$ cat src/rtl/intagg_pkg.sv
package intagg_pkg;
    localparam int N_SLOTS   = 4;
    localparam int N_LINES   = 2;
    localparam int N_REQ     = N_SLOTS * N_LINES;
    localparam int SLOT_W    = $clog2(N_SLOTS);
    localparam int DATA_W    = 16;
    localparam int ADDR_W    = 2;
    localparam int SYNC_DEPTH = 2;

    localparam logic [ADDR_W-1:0] ADDR_CTRL = 2'd0;
    localparam logic [ADDR_W-1:0] ADDR_PEND = 2'd1;
    localparam logic [ADDR_W-1:0] ADDR_STS  = 2'd2;

    localparam int TO_EN_BIT   = 8;
    localparam int SUMMARY_BIT = 15;
    localparam int TO_STS_BIT  = 0;

    typedef enum logic [1:0] {
        ST_IDLE   = 2'd0,
        ST_RAISED = 2'd1,
        ST_ACK    = 2'd2
    } agg_state_t;
endpackage

$ cat src/rtl/intagg_sync.sv
module intagg_sync #(
    parameter int WIDTH  = intagg_pkg::N_REQ,
    parameter int STAGES = intagg_pkg::SYNC_DEPTH
) (
    input  logic             clk,
    input  logic             rst_n,
    input  logic [WIDTH-1:0] req_n,
    output logic [WIDTH-1:0] pend
);
    logic [WIDTH-1:0] stage_q [STAGES];

    generate
        for (genvar k = 0; k < STAGES; k++) begin : g_stage
            if (k == 0) begin : g_first
                always_ff @(posedge clk or negedge rst_n) begin
                    if (!rst_n) stage_q[k] <= '0;
                    else        stage_q[k] <= ~req_n;
                end
            end else begin : g_next
                always_ff @(posedge clk or negedge rst_n) begin
                    if (!rst_n) stage_q[k] <= '0;
                    else        stage_q[k] <= stage_q[k-1];
                end
            end
        end
    endgenerate

    assign pend = stage_q[STAGES-1];

    // a pending bit moves only after the first stage held the same value
    a_r2_sync_order: assert property (@(posedge clk) disable iff (!rst_n)
        (pend != $past(pend)) |-> (pend == $past(stage_q[STAGES-1 > 0 ? STAGES-2 : 0])))
        else $error("R2 synchronizer order");
endmodule

$ cat src/rtl/intagg_regs.sv
module intagg_regs
    import intagg_pkg::*;
#(
    parameter int SLOTS = N_SLOTS,
    parameter int REQS  = N_REQ
) (
    input  logic              clk,
    input  logic              rst_n,
    input  logic              wr,
    input  logic [ADDR_W-1:0] addr,
    input  logic [DATA_W-1:0] wdata,
    input  logic [REQS-1:0]   pend,
    input  logic              irq_on,
    input  logic              timeout_evt,
    output logic [DATA_W-1:0] rdata,
    output logic [SLOTS-1:0]  slot_en,
    output logic              to_en,
    output logic              to_sts
);
    logic wr_ctrl, clr_sts;

    assign wr_ctrl = wr && (addr == ADDR_CTRL);
    assign clr_sts = wr && (addr == ADDR_STS) && wdata[TO_STS_BIT];

    always_ff @(posedge clk or negedge rst_n) begin
        if (!rst_n) begin
            slot_en <= '0;
            to_en   <= 1'b0;
        end else if (wr_ctrl) begin
            slot_en <= wdata[SLOTS-1:0];
            to_en   <= wdata[TO_EN_BIT];
        end
    end

    always_ff @(posedge clk or negedge rst_n) begin
        if (!rst_n)           to_sts <= 1'b0;
        else if (timeout_evt) to_sts <= 1'b1;
        else if (clr_sts)     to_sts <= 1'b0;
    end

    always_comb begin
        rdata = '0;
        unique case (addr)
            ADDR_CTRL: begin
                rdata[SLOTS-1:0] = slot_en;
                rdata[TO_EN_BIT] = to_en;
            end
            ADDR_PEND: begin
                rdata[REQS-1:0]    = pend;
                rdata[SUMMARY_BIT] = irq_on;
            end
            ADDR_STS:  rdata[TO_STS_BIT] = to_sts;
            default:   rdata = '0;
        endcase
    end

    a_r7_set: assert property (@(posedge clk) disable iff (!rst_n)
        timeout_evt |=> to_sts) else $error("R7 set");
    a_r7_clear: assert property (@(posedge clk) disable iff (!rst_n)
        (clr_sts && !timeout_evt) |=> !to_sts) else $error("R7 clear");
    a_r7_sticky: assert property (@(posedge clk) disable iff (!rst_n)
        (to_sts && !clr_sts) |=> to_sts) else $error("R7 sticky");
endmodule

$ cat src/rtl/intagg_fsm.sv
module intagg_fsm
    import intagg_pkg::*;
#(
    parameter int SLOTS = N_SLOTS,
    parameter int LINES = N_LINES,
    parameter int SW    = SLOT_W
) (
    input  logic                   clk,
    input  logic                   rst_n,
    input  logic [SLOTS*LINES-1:0] pend,
    input  logic [SLOTS-1:0]       slot_en,
    input  logic                   to_en,
    input  logic                   to_sts,
    input  logic                   ack_valid,
    input  logic [SW-1:0]          ack_slot,
    input  logic                   ack_line,
    output logic                   irq_n,
    output logic                   irq_on,
    output logic [SLOTS-1:0]       sel_n,
    output logic                   sel_line
);
    agg_state_t       state_q, state_d;
    logic [SW-1:0]    slot_q;
    logic             line_q;
    logic [SLOTS-1:0] slot_hit;
    logic             any_src;

    generate
        for (genvar s = 0; s < SLOTS; s++) begin : g_hit
            assign slot_hit[s] = slot_en[s] & (|pend[s*LINES +: LINES]);
        end
    endgenerate

    assign any_src = (|slot_hit) | (to_en & to_sts);

    always_comb begin
        state_d = state_q;
        unique case (state_q)
            ST_IDLE:   if (any_src) state_d = ST_RAISED;
            ST_RAISED: begin
                if (!any_src)       state_d = ST_IDLE;
                else if (ack_valid) state_d = ST_ACK;
            end
            ST_ACK:    if (!ack_valid) state_d = any_src ? ST_RAISED : ST_IDLE;
            default:   state_d = ST_IDLE;
        endcase
    end

    always_ff @(posedge clk or negedge rst_n) begin
        if (!rst_n) begin
            state_q <= ST_IDLE;
            slot_q  <= '0;
            line_q  <= 1'b0;
        end else begin
            state_q <= state_d;
            if (state_q == ST_RAISED && state_d == ST_ACK) begin
                slot_q <= ack_slot;
                line_q <= ack_line;
            end
        end
    end

    always_comb begin
        irq_n    = 1'b1;
        sel_n    = '1;
        sel_line = 1'b0;
        unique case (state_q)
            ST_IDLE:   irq_n = 1'b1;
            ST_RAISED: irq_n = 1'b0;
            ST_ACK: begin
                irq_n    = 1'b0;
                sel_line = line_q;
                for (int s = 0; s < SLOTS; s++)
                    if (slot_q == SW'(s)) sel_n[s] = 1'b0;
            end
            default:   irq_n = 1'b1;
        endcase
    end

    assign irq_on = ~irq_n;

    a_r4_raise: assert property (@(posedge clk) disable iff (!rst_n)
        any_src |=> !irq_n) else $error("R4 raise");
    a_r5_release: assert property (@(posedge clk) disable iff (!rst_n)
        $rose(irq_n) |-> !$past(any_src)) else $error("R5 release");
    a_r9_onehot_sel: assert property (@(posedge clk) disable iff (!rst_n)
        $onehot0(~sel_n)) else $error("R9 select one-hot");
    a_r10_sel_needs_ack: assert property (@(posedge clk) disable iff (!rst_n)
        (sel_n != '1) |-> $past(ack_valid)) else $error("R10 select without ack");
endmodule

$ cat src/rtl/intagg_top.sv
module intagg_top
    import intagg_pkg::*;
(
    input  logic              clk,
    input  logic              rst_n,
    input  logic [N_REQ-1:0]  req_n,
    input  logic              timeout_evt,
    input  logic              reg_wr,
    input  logic [ADDR_W-1:0] reg_addr,
    input  logic [DATA_W-1:0] reg_wdata,
    output logic [DATA_W-1:0] reg_rdata,
    input  logic              ack_valid,
    input  logic [SLOT_W-1:0] ack_slot,
    input  logic              ack_line,
    output logic              irq_n,
    output logic [N_SLOTS-1:0] sel_n,
    output logic              sel_line
);
    logic [N_REQ-1:0]   pend;
    logic [N_SLOTS-1:0] slot_en;
    logic               to_en, to_sts, irq_on;

    intagg_sync #(.WIDTH(N_REQ), .STAGES(SYNC_DEPTH)) u_sync (
        .clk(clk), .rst_n(rst_n), .req_n(req_n), .pend(pend)
    );

    intagg_regs #(.SLOTS(N_SLOTS), .REQS(N_REQ)) u_regs (
        .clk(clk), .rst_n(rst_n), .wr(reg_wr), .addr(reg_addr),
        .wdata(reg_wdata), .pend(pend), .irq_on(irq_on),
        .timeout_evt(timeout_evt), .rdata(reg_rdata),
        .slot_en(slot_en), .to_en(to_en), .to_sts(to_sts)
    );

    intagg_fsm #(.SLOTS(N_SLOTS), .LINES(N_LINES), .SW(SLOT_W)) u_fsm (
        .clk(clk), .rst_n(rst_n), .pend(pend), .slot_en(slot_en),
        .to_en(to_en), .to_sts(to_sts), .ack_valid(ack_valid),
        .ack_slot(ack_slot), .ack_line(ack_line), .irq_n(irq_n),
        .irq_on(irq_on), .sel_n(sel_n), .sel_line(sel_line)
    );
endmodule

$ cat config.mk
export PLATFORM = sky130hd
export DESIGN_NAME = intagg_top
export DESIGN_NICKNAME = d
export VERILOG_FILES = /design/src/rtl/intagg_pkg.sv /design/src/rtl/intagg_sync.sv /design/src/rtl/intagg_regs.sv /design/src/rtl/intagg_fsm.sv /design/src/rtl/intagg_top.sv
export SDC_FILE = /design/constraint.sdc
export NUM_CORES = 1
export LEC_CHECK = 0
export ABC_AREA = 1
export BUFFER_PORTS_ARGS = -buffer_cell sky130_fd_sc_hd__buf_2
export CORE_UTILIZATION = 40
export CTS_CLUSTER_DIAMETER = 40
export DETAILED_ROUTE_END_ITERATION = 16
export PLACE_DENSITY = 0.76
export SETUP_SLACK_MARGIN = 0.1
export SYNTH_ARGS = -nofsm -noshare
export SYNTH_HDL_FRONTEND = slang
export SYNTH_SLANG_ARGS = --single-unit
$ cat constraint.sdc
create_clock -name clk -period 1.6 [get_ports clk]
set_clock_uncertainty 0.2 [all_clocks]
set_input_delay 0.32 -clock clk [delete_from_list [all_inputs] [get_ports clk]]
set_output_delay 0.32 -clock clk [all_outputs]
set_load 0.05 [all_outputs]
==> impl_metrics.env <==
export IMPL_outcome="finished, violations left"
export IMPL_violations="negative setup slack"
export IMPL_irDropWorstVdd_v=0.000903
export IMPL_syn2layout_area_growth_pct=63.1
export IMPL_nNetsFinal=259
export IMPL_postRouteAntennaNets=0
export IMPL_slew_viol_final=0
export IMPL_yosys_warnings=0
export IMPL_io_buffers=38
export IMPL_ys_ff_latch=27
export IMPL_place_area_sq_um=1680
export IMPL_drcViolationCount=0
export IMPL_maxCapViolations=0
export IMPL_synth_compound_area_share=0.0839
export IMPL_cellPowerDensity_nw_per_um2=1340
export IMPL_vias_per_cell=4.45
export IMPL_dp_cells=240
export IMPL_final_cell_area_sq_um=2120
export IMPL_root_buffer="clkbuf_4"
export IMPL_reg2regPathDepth=10
export IMPL_ys_types=23
export IMPL_arrival_ns=1.39
export IMPL_hold_depth=3
export IMPL_htree_levels=1
export IMPL_syn_inst=149
export IMPL_rows=20
export IMPL_grt_pass1_wl_um=5060
export IMPL_track_usage=0.196
export IMPL_clock_sinks=27
export IMPL_finalPower_mw=2.84
export IMPL_dieArea_sq_um=3480
export IMPL_muxShareOfSynthArea=0.00868
export IMPL_fin_ws_ns=-0.314
export IMPL_synthesis_area_sq_um=1300
export IMPL_startpoint_type="flip-flop"
export IMPL_wl_per_cell_um=11.2
export IMPL_synthAdderAreaFrac=0.0386
export IMPL_first_pass_iters=4
export IMPL_cts_buffers_inserted=3
export IMPL_drive_gt1_frac=0.505
export IMPL_grt_setup_unrepaired="yes"
export IMPL_fp_dieH_um=59.0
export IMPL_num_vias=1174
export IMPL_n_antenna_cell=0
export IMPL_dr_first_iter_drc_count=26
export IMPL_initial_core_util=0.425
export IMPL_p_leak_nw=1.05
export IMPL_hold_class="in -> reg"
export IMPL_avgSynthCellArea_sq_um=8.71
export IMPL_die_x_um=59.0
export IMPL_period_minus_slack_ns=1.91
export IMPL_routabilityCongestion=0.788
export IMPL_ios=56
export IMPL_path_max_fanout=3
export IMPL_hpwl_um=1950
export IMPL_crit_type="reg -> out"
export IMPL_finalNonFillerCells=264
export IMPL_synth_top_family_by_area="simple AND/OR/NAND/NOR gates"
export IMPL_whs_ns=0.0179
export IMPL_place_ws_ns=-0.145
export IMPL_max_clock_freq_ghz=0.523
export IMPL_synth_seq_area_share=0.521
export IMPL_gr_total_overflow=0
export IMPL_synth_xor_area_frac=0
export IMPL_routed_wl_um=2950
export IMPL_clkSlewWorstSetupHoldPaths_ns=0.14
export IMPL_max_slew_margin=0.613
export IMPL_antenna_found_initial=0
export IMPL_tightest_slew_ns=0.580
export IMPL_cts_tree="built"
export IMPL_critPathRequiredTime_ns=1.08
export IMPL_clockBufferDepth=2
export IMPL_synth_simple_area_share=0.201
export IMPL_coreArea_sq_um=3050
export IMPL_min_period_over_period=1.20
export IMPL_grt_max_degree=28
export IMPL_setup_viol=15
export IMPL_hold_violations=0
export IMPL_end_kind="output port"
export IMPL_grt_pass1_vias=1261
export IMPL_clock_latency_ns=0.32
[cells in the final DEF (no fill, tap or decap), types with 4 or more instances in the layout]
cell	netlist	final
nand2_1	13	11
buf_6	0	19
nand3_2	3	6
conb_1	1	6
buf_8	0	4
nor2_1	20	12
a21oi_1	8	6
inv_4	0	5
dfrtp_1	27	27
inv_2	2	11
nand3_1	12	8
inv_1	36	21
nor2_4	2	9
dlygate4sd3_1	0	10
buf_2	0	20
buf_4	6	15
[area by class of cell]
type | count | area [sq um]
sequential | 27 | 676
clock inverter | 1 | 5.00
multi-input combinational | 83 | 612
inverter | 38 | 159
fill | 223 | 937
clock buffer | 3 | 22.5
timing repair buffer | 68 | 587
tap | 44 | 55.1
[kinds of logic (layout without fill, tap and decap cells)]
group                    Yosys count  count (layout)
adder cells (fa/ha/maj)            4               4
other                              1               6
AND/OR/NAND/NOR                   54              54
multiplexers                       1               1
flip-flops                        27              27
buffers and inverters             44             110
AO/OA/AOI/OAI                     18              18
[where the power goes]
| group | switching (mW) | total, mW | internal [mW] |
|---|---|---|---|
| sequential | 0.0925 | 0.881 | 0.789 |
| clock | 0.194 | 0.287 | 0.0938 |
| combinational | 0.946 | 1.67 | 0.723 |
[layer usage]
metal  wire [um]  vias to the layer above  part of all wire  global-route usage
met3         112                       11             0.038              0.0484
li1            -                      584                 -                   -
met2        1580                       26              0.53               0.351
met4          77                        0             0.026               0.109
met1        1190                      553              0.40               0.211
met5           0                        -                 0                   0
[cells in the mapped netlist]
| cell type | count | share of area |
|---|---|---|
| nand3_2 | 3 | 0.023 |
| conb_1 | 1 | 0.0029 |
| buf_4 | 6 | 0.035 |
| nor2_4 | 2 | 0.017 |
| a21o_1 | 1 | 0.0058 |
| nand2_2 | 2 | 0.0096 |
| nand3_1 | 12 | 0.046 |
| dfrtp_1 | 27 | 0.52 |
| nor2_1 | 20 | 0.058 |
| inv_2 | 2 | 0.0058 |
| o21ai_0 | 1 | 0.0039 |
| mux2_2 | 1 | 0.0087 |
| nand2_1 | 13 | 0.038 |
| ha_1 | 4 | 0.039 |
| a21oi_2 | 1 | 0.0068 |
| nor3_1 | 1 | 0.0039 |
| nand4_1 | 1 | 0.0048 |
| inv_1 | 36 | 0.10 |
| o21bai_1 | 3 | 0.017 |
| a21oi_1 | 8 | 0.031 |
| o22ai_1 | 2 | 0.0096 |
| o21ai_1 | 1 | 0.0039 |
| o211ai_1 | 1 | 0.0058 |
[through the flow]
step                utilization  setup TNS (ns)
finish                    0.693           -2.95
global route              0.693           -4.06
CTS                       0.678           -2.49
detailed placement        0.552           -1.73
global placement          0.552           -1.54
floorplan                     -           -1.38
[critical path: stages (launching register included)]
cell and delay [ns]:
dfrtp_1 0.45, inv_2 0.08, ha_4 0.27, inv_4 0.04, nor2_4 0.08, buf_8 0.15
[sequential cells by signal, indices dropped and copies added, names as in the netlist]
name and flops:
u_fsm.line_q 1, u_fsm.slot_q 2, u_fsm.state_q 2, u_regs.slot_en 4
u_regs.to_en 1, u_regs.to_sts 1, u_sync.pend 8, u_sync.stage_q 8
[repair_timing]
action	4_1_cts	5_1_grt
setup buffers	6	4
hold buffers	10	0
pin swaps	14	8
setup endpoints to repair	20	21
resized for setup	69	6
endpoints found under the hold margin	36	0
[path summary, 6_finish.rpt]
| path | endpoint | slack (ns) | from |
|---|---|---|---|
| max in group asynchronous | u_regs.to_sts | 0.51 | rst_n |
| min in group asynchronous | u_sync.stage_q[14] | 0.31 | rst_n |
| hold reg to reg | u_sync.pend[0] | 0.16 | u_sync.stage_q[8] |
| setup / recovery | reg_rdata[15] | -0.31 | u_fsm.state_q[1] |
| hold / removal | u_fsm.line_q | 0.02 | ack_line |
| setup reg to reg | u_fsm.slot_q[1] | -0.28 | u_fsm.state_q[1] |
No activity file was read; power rests on OpenSTA's default activity.
